### src/rtl/fanmon_pkg.sv
package fanmon_pkg;
  localparam int BYTE_W = 8;
  localparam int MEAS_W = 2 * BYTE_W;

  localparam logic [7:0] A_TEMP_HI  = 8'h10;
  localparam logic [7:0] A_TEMP_LO  = 8'h11;
  localparam logic [7:0] A_TACH_LO  = 8'h20;
  localparam logic [7:0] A_TACH_HI  = 8'h21;
  localparam logic [7:0] A_CFG      = 8'h4A;
  localparam logic [7:0] A_LUT_BASE = 8'h50;
  localparam logic [7:0] A_AVG      = 8'hBF;
  localparam logic [7:0] A_PROD     = 8'hFD;
  localparam logic [7:0] A_MFG      = 8'hFE;
  localparam logic [7:0] A_REV      = 8'hFF;

  localparam int         CFG_LOCK_BIT = 5;
  localparam logic [7:0] CFG_MASK     = 8'h3F;
  localparam logic [7:0] AVG_MASK     = 8'h03;
  localparam logic [7:0] MFG_VALUE    = 8'h5D;
  localparam logic [7:0] REV_VALUE    = 8'h01;

  typedef enum logic [3:0] {
    SEL_NONE,
    SEL_TEMP_HI,
    SEL_TEMP_LO,
    SEL_TACH_LO,
    SEL_TACH_HI,
    SEL_CFG,
    SEL_LUT,
    SEL_AVG,
    SEL_PROD,
    SEL_MFG,
    SEL_REV
  } rsel_e;
endpackage

### src/rtl/fanmon_pair_latch.sv
module fanmon_pair_latch #(
  parameter int BYTE_W    = 8,
  parameter bit TRIG_HIGH = 1'b1
) (
  input  logic                  clk,
  input  logic                  rst,
  input  logic [2*BYTE_W-1:0]   sample,
  input  logic                  trig_rd,
  output logic [BYTE_W-1:0]     trig_byte,
  output logic [BYTE_W-1:0]     held_byte
);
  logic [BYTE_W-1:0] partner_live;
  logic [BYTE_W-1:0] shadow_q;

  generate
    if (TRIG_HIGH) begin : g_high_first
      assign trig_byte    = sample[2*BYTE_W-1:BYTE_W];
      assign partner_live = sample[BYTE_W-1:0];
    end else begin : g_low_first
      assign trig_byte    = sample[BYTE_W-1:0];
      assign partner_live = sample[2*BYTE_W-1:BYTE_W];
    end
  endgenerate

  always_ff @(posedge clk) begin
    if (rst) begin
      shadow_q <= '0;
    end else if (trig_rd) begin
      shadow_q <= partner_live;
    end
  end

  assign held_byte = shadow_q;
endmodule

### src/rtl/fanmon_lut.sv
module fanmon_lut #(
  parameter int ENTRIES = 8,
  parameter int BYTE_W  = 8,
  parameter int TEMP_W  = 7,
  parameter int FAN_W   = 6,
  localparam int REGS   = 2 * ENTRIES,
  localparam int IDX_W  = $clog2(REGS)
) (
  input  logic              clk,
  input  logic              rst,
  input  logic              wr_en,
  input  logic [IDX_W-1:0]  idx,
  input  logic [BYTE_W-1:0] wr_data,
  output logic [BYTE_W-1:0] rd_byte
);
  localparam logic [BYTE_W-1:0] TEMP_MASK = {BYTE_W{1'b1}} >> (BYTE_W - TEMP_W);
  localparam logic [BYTE_W-1:0] FAN_MASK  = {BYTE_W{1'b1}} >> (BYTE_W - FAN_W);

  logic [ENTRIES-1:0][BYTE_W-1:0] temp_rd;
  logic [ENTRIES-1:0][BYTE_W-1:0] fan_rd;

  generate
    for (genvar e = 0; e < ENTRIES; e++) begin : g_entry
      logic [BYTE_W-1:0] t_q;
      logic [BYTE_W-1:0] f_q;

      always_ff @(posedge clk) begin
        if (rst) begin
          t_q <= TEMP_MASK;
          f_q <= FAN_MASK;
        end else if (wr_en) begin
          if (idx == IDX_W'(2 * e))     t_q <= wr_data & TEMP_MASK;
          if (idx == IDX_W'(2 * e + 1)) f_q <= wr_data & FAN_MASK;
        end
      end

      assign temp_rd[e] = t_q;
      assign fan_rd[e]  = f_q;
    end
  endgenerate

  assign rd_byte = idx[0] ? fan_rd[idx[IDX_W-1:1]] : temp_rd[idx[IDX_W-1:1]];
endmodule

### src/rtl/fanmon_ctrl_regs.sv
module fanmon_ctrl_regs
  import fanmon_pkg::*;
(
  input  logic              clk,
  input  logic              rst,
  input  logic              wr_cfg,
  input  logic              wr_avg,
  input  logic [BYTE_W-1:0] wr_data,
  output logic [BYTE_W-1:0] cfg_q,
  output logic [BYTE_W-1:0] avg_q,
  output logic              lut_lock
);
  always_ff @(posedge clk) begin
    if (rst) begin
      cfg_q <= '0;
      avg_q <= '0;
    end else begin
      if (wr_cfg) cfg_q <= wr_data & CFG_MASK;
      if (wr_avg) avg_q <= wr_data & AVG_MASK;
    end
  end

  assign lut_lock = cfg_q[CFG_LOCK_BIT];
endmodule

### src/rtl/fanmon_regbank.sv
module fanmon_regbank
  import fanmon_pkg::*;
#(
  parameter int         LUT_ENTRIES = 8,
  parameter int         TEMP_W      = 7,
  parameter int         FAN_W       = 6,
  parameter logic [7:0] PRODUCT_ID  = 8'h16
) (
  input  logic        clk,
  input  logic        rst,
  input  logic [7:0]  addr,
  input  logic [7:0]  wr_data,
  input  logic        wr_en,
  input  logic        rd_en,
  output logic [7:0]  rd_data,
  input  logic [15:0] temp_meas,
  input  logic [15:0] tach_meas
);
  localparam int         LUT_REGS = 2 * LUT_ENTRIES;
  localparam int         IDX_W    = $clog2(LUT_REGS);
  localparam logic [7:0] LUT_END  = A_LUT_BASE + 8'(LUT_REGS);

  rsel_e             sel;
  logic [IDX_W-1:0]  lut_idx;
  logic [BYTE_W-1:0] lut_byte;
  logic [BYTE_W-1:0] cfg_q;
  logic [BYTE_W-1:0] avg_q;
  logic              lut_lock;
  logic [BYTE_W-1:0] temp_hi_live, temp_lo_held;
  logic [BYTE_W-1:0] tach_lo_live, tach_hi_held;
  logic [BYTE_W-1:0] rd_next;

  always_comb begin
    sel = SEL_NONE;
    if (addr >= A_LUT_BASE && addr < LUT_END) begin
      sel = SEL_LUT;
    end else begin
      case (addr)
        A_TEMP_HI: sel = SEL_TEMP_HI;
        A_TEMP_LO: sel = SEL_TEMP_LO;
        A_TACH_LO: sel = SEL_TACH_LO;
        A_TACH_HI: sel = SEL_TACH_HI;
        A_CFG:     sel = SEL_CFG;
        A_AVG:     sel = SEL_AVG;
        A_PROD:    sel = SEL_PROD;
        A_MFG:     sel = SEL_MFG;
        A_REV:     sel = SEL_REV;
        default:   sel = SEL_NONE;
      endcase
    end
  end

  assign lut_idx = IDX_W'(addr - A_LUT_BASE);

  fanmon_pair_latch #(.BYTE_W(BYTE_W), .TRIG_HIGH(1'b1)) u_temp_pair (
    .clk       (clk),
    .rst       (rst),
    .sample    (temp_meas),
    .trig_rd   (rd_en && sel == SEL_TEMP_HI),
    .trig_byte (temp_hi_live),
    .held_byte (temp_lo_held)
  );

  fanmon_pair_latch #(.BYTE_W(BYTE_W), .TRIG_HIGH(1'b0)) u_tach_pair (
    .clk       (clk),
    .rst       (rst),
    .sample    (tach_meas),
    .trig_rd   (rd_en && sel == SEL_TACH_LO),
    .trig_byte (tach_lo_live),
    .held_byte (tach_hi_held)
  );

  fanmon_lut #(
    .ENTRIES (LUT_ENTRIES),
    .BYTE_W  (BYTE_W),
    .TEMP_W  (TEMP_W),
    .FAN_W   (FAN_W)
  ) u_lut (
    .clk     (clk),
    .rst     (rst),
    .wr_en   (wr_en && sel == SEL_LUT && !lut_lock),
    .idx     (lut_idx),
    .wr_data (wr_data),
    .rd_byte (lut_byte)
  );

  fanmon_ctrl_regs u_ctrl (
    .clk      (clk),
    .rst      (rst),
    .wr_cfg   (wr_en && sel == SEL_CFG),
    .wr_avg   (wr_en && sel == SEL_AVG),
    .wr_data  (wr_data),
    .cfg_q    (cfg_q),
    .avg_q    (avg_q),
    .lut_lock (lut_lock)
  );

  always_comb begin
    case (sel)
      SEL_TEMP_HI: rd_next = temp_hi_live;
      SEL_TEMP_LO: rd_next = temp_lo_held;
      SEL_TACH_LO: rd_next = tach_lo_live;
      SEL_TACH_HI: rd_next = tach_hi_held;
      SEL_CFG:     rd_next = cfg_q;
      SEL_LUT:     rd_next = lut_byte;
      SEL_AVG:     rd_next = avg_q;
      SEL_PROD:    rd_next = PRODUCT_ID;
      SEL_MFG:     rd_next = MFG_VALUE;
      SEL_REV:     rd_next = REV_VALUE;
      default:     rd_next = '0;
    endcase
  end

  always_ff @(posedge clk) begin
    if (rst) begin
      rd_data <= '0;
    end else if (rd_en) begin
      rd_data <= rd_next;
    end
  end
endmodule

### config.mk
export PLATFORM = sky130hd
export DESIGN_NAME = fanmon_regbank
export DESIGN_NICKNAME = d
export VERILOG_FILES = /design/src/rtl/fanmon_pkg.sv /design/src/rtl/fanmon_pair_latch.sv /design/src/rtl/fanmon_lut.sv /design/src/rtl/fanmon_ctrl_regs.sv /design/src/rtl/fanmon_regbank.sv
export SDC_FILE = /design/constraint.sdc
export NUM_CORES = 1
export LEC_CHECK = 0
export BUFFER_PORTS_ARGS = -buffer_cell sky130_fd_sc_hd__buf_2
export CORE_UTILIZATION = 54
export DETAILED_ROUTE_END_ITERATION = 10
export HOLD_SLACK_MARGIN = 0.1
export PLACE_DENSITY = 0.76
export SLEW_MARGIN = 10
export SYNTH_ARGS = -nofsm -noshare
export SYNTH_HDL_FRONTEND = slang
export SYNTH_SLANG_ARGS = --single-unit
### constraint.sdc
create_clock -name clk -period 1.97 [get_ports clk]
set_clock_uncertainty 0.2 [all_clocks]
set_input_delay 0.2955 -clock clk [delete_from_list [all_inputs] [get_ports clk]]
set_output_delay 0.2955 -clock clk [all_outputs]
set_load 0.01 [all_outputs]
### After elaboration in Yosys (flattened, before gate mapping)

Cells that the tools add are included.

| storage, ports and cells | value |
|---|---|
| register bits | 136 |
| input port bits | 52 |
| output and inout bits | 8 |
| word-level logic and storage cells | 92 |

| cells by class | value |
|---|---|
| add/subtract/negate cells | 1 |
| order comparisons | 3 |
| equal/unequal tests | 34 |
| multiplexer cells | 8 |
| reductions and logical operators | 25 |

Operator list:

| kind | number |
|---|---|
| one-hot mux 8 bit (10 select lines) | 1 |
| binary-select mux 8 bit (select 3 bit) | 2 |
| equality test 4 bit, second input constant | 11 |
| one-hot mux 4 bit (9 select lines) | 1 |
| equality test 4 x 3 -> 1 bit, second input constant | 8 |
| equality test 8 bit, second input constant | 4 |
| AND reduction 2 bit | 16 |
| two-way mux 8 bit | 3 |
| equality test 4 x 2 -> 1 bit, second input constant | 4 |
| equality test 8 x 5 -> 1 bit, second input constant | 2 |
| equality test 8 x 6 -> 1 bit, second input constant | 2 |
| equality test 4 x 1 -> 1 bit, second input constant | 2 |
| equality test 8 x 7 -> 1 bit, second input constant | 1 |
| >= comparator 8 x 7 -> 1 bit, second input constant | 1 |
| less-than comparator 8 x 7 -> 1 bit, second input constant | 1 |
| logical AND 1 bit | 7 |
| zero test 4 bit | 1 |
| less-than comparator 3 x 4 -> 1 bit, second input constant | 1 |
| two-way mux 4 bit | 1 |
| subtractor 4 x 1 -> 4 bit, second input constant | 1 |
| zero test 1 bit | 1 |

### Depth between registers and ports, before layout

Gate-level depths: netlist of the first run.

| logic depth | value |
|---|---|
| depth after elaboration | 7 |
| mapped depth | 9 |

### By module

From an unflattened synthesis of the first run, not the netlist that was laid out.

| unflattened totals | value |
|---|---|
| cells, all modules | 750 |
| area total of the unflattened synthesis | 6,802.8 um^2 |

By module, submodules not included:

| module | times used | cells an instance | area each (um^2) |
|---|---|---|---|
| fanmon_lut | 1 | 521 | 4,798.4 |
| fanmon_regbank | 1 | 125 | 957.2 |
| fanmon_pair_latch | 2 | 34 | 345.3 |
| fanmon_ctrl_regs | 1 | 36 | 356.6 |

### Worst setup path before layout of the first run

OpenSTA, ideal clock, no wires.

| timing path | value |
|---|---|
| kind | input -> register |
| start point | input addr[6] |
| end point | register u_lut.g_entry[5].f_q[2] |
| data arrival time | 1.586 ns |
| setup slack | 0.064 ns |
| cell stages on the path | 8 |
| cell sequence | buf_4 and4bb_2 buf_4 nand4_2 nor2_1 buf_2 nor2b_1 a211o_1 |

| between the ends | value |
|---|---|
| longest elaborated chain between the ends | 7 |
| elaborated cells on any way between the ends | 18 |
| classes of those cells | 2 x order compare; 10 x eq/ne; 2 x mux; 4 x reduce/logical |

RTL lines:

| what | RTL line | source |
|---|---|---|
| start, declared | fanmon_regbank.sv:11 | `input logic [7:0] addr,` |
| >= comparator 8 x 7 -> 1 bit (tied with other cells) | fanmon_regbank.sv:35 | `if (addr >= A_LUT_BASE && addr < LUT_END) begin` |
| logical AND 1 bit or one-hot mux 4 bit (9 select lines) (tied branches) | fanmon_regbank.sv:35, fanmon_regbank.sv:38 |  |
| two-way mux 4 bit * | fanmon_regbank.sv:35 |  |
| equality test 4 x 3 -> 1 bit * | fanmon_regbank.sv:81 | `.wr_en (wr_en && sel == SEL_LUT && !lut_lock),` |
| logical AND 1 bit * (2 in series) | fanmon_regbank.sv:81 |  |
| AND reduction 2 bit (no line) * | -- |  |
| end signal, assigned | fanmon_lut.sv:33 | `if (idx == IDX_W'(2 * e + 1)) f_q <= wr_data & FAN_MASK;` |
| end, declared | fanmon_lut.sv:25 | `logic [BYTE_W-1:0] f_q;` |

Mark *: on every way between the ends. The rest lies on a longest branch, timed or not.
A chain may end at the register's enable or synchronous reset.

### Worst setup path in the final report of the first run

| timing path | value |
|---|---|
| start point | register u_ctrl.cfg_q[5] |
| end point | register u_lut.g_entry[2].t_q[0] |

| between the ends | value |
|---|---|
| longest elaborated chain between the ends | 3 |

RTL lines:

| what | RTL line | source |
|---|---|---|
| start, declared | fanmon_ctrl_regs.sv:9 | `output logic [BYTE_W-1:0] cfg_q,` |
| start signal, assigned | fanmon_ctrl_regs.sv:18 | `if (wr_cfg) cfg_q <= wr_data & CFG_MASK;` |
| zero test 1 bit | fanmon_regbank.sv:81 |  |
| logical AND 1 bit | fanmon_regbank.sv:81 |  |
| AND reduction 2 bit (no line) | -- |  |
| end signal, assigned | fanmon_lut.sv:32 | `if (idx == IDX_W'(2 * e)) t_q <= wr_data & TEMP_MASK;` |
| end, declared | fanmon_lut.sv:24 | `logic [BYTE_W-1:0] t_q;` |

No other way between the ends.

==> results.json, run 1 <==
{
  "worstRegToRegCells": 7,
  "wire_per_inst_um": 20.0,
  "area_growth_pct": 24.7,
  "drive_above_1_share_pct": 23.3,
  "setup_viol": 0,
  "maxSlewHeadroom_pct": 57.8,
  "final_util_pct": 70.4,
  "final_cell_mix": "dfxtp_1 (136), nand2_1 (131), buf_4 (72), nand3b_1 (67), buf_2 (58)",
  "rsz0062_at_grt": "false",
  "syn_avg_cell_area_um2": 9.23,
  "final_common_cell": "dfxtp_1",
  "die_h_um": 112,
  "hold_violations": 0,
  "async_flop_share_pct": 0,
  "fmax_mhz": 541,
  "cts_buffers": 17,
  "cts_tree": "yes",
  "power_leakage_nw": 3.68,
  "ant_nets": 0,
  "num_rows": 39,
  "pwr_density_cell_nw_per_um2": 819,
  "gp_congestion": 0.940,
  "clockRootBuffer": "clkbuf_16",
  "cts_max_level": 4,
  "ios": 60,
  "synth_area_um2": 6580,
  "ys_seq_area_share_pct": 41.4,
  "yosys_warnings": 0,
  "dp.cells": 931,
  "critPathRequiredTime_ns": 2.08,
  "grt_pass1_vias": 6233,
  "start_kind": "register",
  "antenna_found_initial": 0,
  "instances_no_fill": 980,
  "path_clk_slew_ns": 0.06,
  "viasPerCell": 6.21,
  "crit_path_end": "u_lut.g_entry[2].t_q[0]",
  "clock_latency_ns": 0.43,
  "critPathCaptureType": "register",
  "portBuffers": 58,
  "synth.distinct_cells": 50,
  "cp.arrival_ns": 1.95,
  "vdd_drop_max_mv": 0.690,
  "startpoint": "u_ctrl.cfg_q[5]",
  "r2r_slack_ns": 0.12,
  "die_area_um2": 12600,
  "synth_edf_count": 0,
  "gr-usage-all-layers_pct": 32.8,
  "synthCells": 713,
  "fin_crit_ns": 1.85,
  "cts_buffer_depth": 2,
  "place_hpwl_mm": 13.0,
  "vias": 6084,
  "cts.sinks": 136,
  "synth-main-ff-cell": "dfxtp_1",
  "drv_slew": 0,
  "status": "finished clean",
  "cts_resized": 0,
  "cp_max_fo": 7,
  "finalWorstSetupSlack_ns": 0.122,
  "worst_slew_pin_slew_ns": 0.632,
  "grt_pass1_wl_mm": 31.5,
  "drtIter0Drc": 656,
  "grt_max_degree": 74,
  "finalNetCount": 876,
  "r2r-start": "u_ctrl.cfg_q[5]",
  "fin_total_pwr_w": 0.00672,
  "hp-class": "in -> reg",
  "finalWirelength_mm": 19.6,
  "drc": 0,
  "antennaDiodeCount": 0,
  "initial_utilization_pct": 56.4,
  "post_cts_buffers": 0,
  "post-place-ws_ns": -0.197,
  "grt_overflow_total": 0,
  "r2r_end": "u_lut.g_entry[2].t_q[0]",
  "syn_nets": 765,
  "die_w_um": 112,
  "min_from": "tach_meas[5]",
  "synth_seq_cells": 136,
  "cap_violations": 0,
  "criticalPathCategory": "reg -> reg",
  "finalCritPeriodShare_pct": 93.8,
  "core_area_um2": 11700,
  "dr.pass1.iters": 7
}
flip-flops by register name, indices dropped and copies added, names as in the netlist:
register	count
rd_data	8
u_ctrl.avg_q	2
u_ctrl.cfg_q	6
u_lut.g_entry.f_q	48
u_lut.g_entry.t_q	56
u_tach_pair.held_byte	8
u_temp_pair.held_byte	8
metal layers:
metal / part of all wire (%) / vias up / GRT usage (%)
met3: 8.5 / 56 / 9.94
met1: 39 / 2951 / 38.1
met4: 3.4 / 0 / 17.2
met5: 0 / - / 0
met2: 49 / 302 / 54.6
li1: - / 2775 / -
metrics by stage:
step | hold slack (ns) | TNS, ns | instance area (um2)
floorplan | 0.230 | 0 | 6580
global placement | 0.246 | -4.04 | 7390
detailed placement | 0.253 | -6.20 | 7390
CTS | 0.116 | 0 | 8210
global route | 0.131 | 0 | 8210
finish | 0.126 | 0 | 8210
kinds of logic after synthesis:
group	share of synthesized area, %
muxes	14.5
AOI/OAI and AO/OA	10.6
buffers and inverters	4.34
DFF	41.4
and+or+nand+nor	29.2
critical path, cell delays in order, from the launching register on:
cell and delay [ns]:
dfxtp_1 0.34, nor2b_1 0.16, buf_4 0.16, and3_1 0.30
buf_4 0.19, nand2_1 0.18, nand2_1 0.13, nand3b_1 0.08
how the worst min path moves through the flow:
stage	slack, ns	depth (start not counted)	end
5_1_grt	0.13	4	u_ctrl.cfg_q[4]
3_3_place_gp	0.25	1	u_lut.g_entry[6].f_q[3]
6_report	0.13	5	rd_data[5]
2_1_floorplan	0.23	1	u_lut.g_entry[6].f_q[0]
4_1_cts	0.12	3	u_lut.g_entry[7].t_q[3]
3_5_place_dp	0.25	1	u_lut.g_entry[6].f_q[3]
cell usage after synthesis (5+ instances only):
master / n / area, um2
mux4_2: 21 / 473
nand2_1: 131 / 492
nand3b_1: 67 / 503
nor2_1: 38 / 143
o22a_1: 5 / 43.8
a221oi_1: 6 / 52.6
nand3_1: 47 / 235
a21oi_1: 12 / 60.1
a22oi_1: 10 / 75.1
nand2b_1: 11 / 68.8
mux2i_1: 48 / 480
dfxtp_1: 136 / 2720
clkbuf_1: 34 / 128
nor2b_1: 32 / 200
a211o_1: 31 / 272
and2_1: 7 / 43.8
buf_2: 15 / 75.1
buf_4: 8 / 60.1
and3_1: 10 / 62.6
timing repair:
action                                 4_1_cts  5_1_grt
setup endpoints to repair                    0        0
hold buffers                                17        0
endpoints found under the hold margin       24        0
layout make-up:
class                   instances  area (um2)
repair buffers                151        1080
inverters                       2        7.51
multi-input cells             516        3570
fillers                       851        3460
well taps                     143         179
clock inverters                11         195
clock buffers                  21         450
flip-flops and latches        136        2720
report_power, final:
part	leakage [nW]	switching [W]	internal, W
registers	1.10	0.00000346	0.00276
logic	2.27	0.000261	0.000208
clock network	0.304	0.00121	0.00228
total	3.68	0.00148	0.00525
Power figures use the tool's default switching activity.
==> run 2: changes to the inputs <==
ABC_AREA = 1   (was unset)
REMOVE_ABC_BUFFERS = 1   (was unset)
==> results.json, run 2 <==
{
  "fmax_mhz": 546,
  "synth_edf_count": 0,
  "drv_slew": 0,
  "criticalPathCategory": "in -> reg",
  "cp_max_fo": 10,
  "antennaDiodeCount": 0,
  "crit_chain": "dlygate4sd3_1 > buf_2 > nand3_2 > buf_4 > nor2_1 > clkinv_1 > nand2_1 > o211ai_1",
  "die_h_um": 113,
  "reg_top3": "u_lut.g_entry.t_q (56), u_lut.g_entry.f_q (48)",
  "hp-class": "in -> reg",
  "num_rows": 40,
  "yosys_warnings": 0,
  "grt_overflow_total": 0,
  "synth_common_cells": "nand2_1 (290), dfxtp_1 (136), inv_1 (76)",
  "clockRootBuffer": "clkbuf_16",
  "hold_violations": 0,
  "die_w_um": 113,
  "grt_pass1_vias": 5911,
  "synth_area_um2": 6640,
  "maxSlewHeadroom_pct": 61.7,
  "cts_tree": "yes",
  "vdd_drop_max_mv": 0.659,
  "vias": 6319,
  "core_area_um2": 12000,
  "antenna_found_initial": 0,
  "finalWirelength_mm": 18.0,
  "critPathCaptureType": "register",
  "portBuffers": 58,
  "cts.sinks": 136,
  "fin_crit_ns": 1.83,
  "setup_viol": 0,
  "syn_avg_cell_area_um2": 7.51,
  "status": "finished clean",
  "power_leakage_nw": 4.23,
  "worst_slew_pin_slew_ns": 0.574,
  "final_common_cell": "nand2_1",
  "drive_above_1_share_pct": 21.7,
  "ys_seq_area_share_pct": 41.0,
  "slowest_stage": "dlygate4sd3_1",
  "whs_ns": 0.111,
  "cts_buffers": 17,
  "path_clk_slew_ns": 0.06,
  "max_stage_delay_ns": 0.53,
  "finalCritPeriodShare_pct": 93.0,
  "wire_per_inst_um": 15.7,
  "grt_pass1_wl_mm": 29.9,
  "initial_utilization_pct": 55.3,
  "cap_violations": 0,
  "drtIter0Drc": 589,
  "critPathRequiredTime_ns": 2.07,
  "area_growth_pct": 23.5,
  "gr-usage-all-layers_pct": 30.0,
  "synth.distinct_cells": 31,
  "synth_seq_cells": 136,
  "largest_reg_flops": 56,
  "dr.pass1.iters": 6,
  "post_cts_buffers": 0,
  "pwr_density_cell_nw_per_um2": 796,
  "finalNetCount": 1044,
  "rsz0062_at_grt": "false",
  "grt_max_degree": 59,
  "synthCells": 884,
  "final_util_pct": 68.3,
  "regMostFlops": "u_lut.g_entry.t_q",
  "viasPerCell": 5.49,
  "synth-main-ff-cell": "dfxtp_1",
  "place_hpwl_mm": 11.8,
  "ios": 60,
  "final_cell_mix": "nand2_1 (290), dfxtp_1 (136), inv_1 (76), o211ai_1 (61), nand3_1 (61)",
  "cts_max_level": 4,
  "yosysMostFrequentCell": "nand2_1",
  "synth_area_leader_cell": "dfxtp_1",
  "synthTopCellsByArea": "dfxtp_1 (41%), nand2_1 (16%), o211ai_2 (8.7%), o211ai_1 (6.9%), nand3_1 (4.6%)",
  "gp_congestion": 0.901,
  "clock_latency_ns": 0.42,
  "start_kind": "input pin",
  "cp.arrival_ns": 1.93,
  "yosysTopAreaCellShare_pct": 41.0,
  "ant_nets": 0,
  "cts_buffer_depth": 2,
  "drc": 0,
  "die_area_um2": 12700,
  "async_flop_share_pct": 0
}
-- run 2: changes by cell type after synthesis, moves of 36 or more --
cell | before | now
inv_1 | 2 | 76
mux2i_1 | 48 | 0
nand2_1 | 131 | 290
nand3b_1 | 67 | 0
o211ai_1 | 2 | 61
o211ai_2 | 0 | 46
o21ai_0 | 2 | 38
-- run 2: power by group --
part,internal (W),leakage (nW),switching (W)
Sequential,0.00276,1.10,0.00000405
Combinational,0.000211,2.84,0.000347
Clock,0.00203,0.289,0.00118
-- run 2: worst paths after layout --
| path | startpoint | end | slack [ns] | depth (start not counted) |
|---|---|---|---|---|
| setup / recovery | wr_en | u_lut.g_entry[7].f_q[5] | 0.14 | 8 |
| hold / removal | tach_meas[6] | rd_data[6] | 0.11 | 5 |
| setup reg to reg | u_ctrl.cfg_q[5] | u_lut.g_entry[7].f_q[5] | 0.35 | 7 |
| hold reg to reg | u_temp_pair.held_byte[3] | u_temp_pair.held_byte[3] | 0.25 | 2 |
-- run 2: per-stage QoR --
stage | std cells | setup TNS (ns) | cell area, um2 | power (W) | setup WS [ns]
finish | 1152 | 0 | 8200 | 0.00653 | 0.139
global route | 1152 | 0 | 8200 | 0.00672 | 0.0294
CTS | 1152 | 0 | 8200 | 0.00654 | 0.145
detailed placement | 1092 | -0.381 | 7330 | 0.00333 | -0.0584
global placement | 1092 | -0.00324 | 7330 | 0.00332 | -0.00324
floorplan | 831 | -13.72 | 6330 | 0.00305 | -0.186
-- run 2: area by class of cell --
class | count | area (um2)
clock buffer | 25 | 505
fill | 967 | 3810
multi-input combinational | 609 | 3280
tap | 147 | 184
timing repair buffer | 142 | 1090
clock inverter | 7 | 90.1
inverter | 86 | 325
sequential | 136 | 2720
-- run 2: per-layer routing --
layer	track usage, %	up-vias	wire length, um
met1	41.1	2908	8410
met3	6.43	35	1120
met5	0	-	0
met2	46.6	223	8140
met4	11.2	0	370
li1	-	3153	-
-- run 2: kinds of logic (layout without fill, tap and decap cells) --
logic type	count (synthesis)	in the layout	synth area share, %
AOI/OAI and AO/OA	177	177	20.9
and+or+nand+nor	432	432	28.5
DFF	136	136	41.0
buffers and inverters	139	260	9.55
-- run 2: worst max-delay path, delay by kind of cell --
kind	cells	cell delay, ns
compound gates	1	0.08
buf+inv	4	1.14
simple gates	3	0.41
-- run 2: timing repair --
item                       4_1_cts  5_1_grt
setup endpoints to repair        0        1
hold buffers                    28        0
gates resized for setup          0        1
hold endpoints to repair        40        0
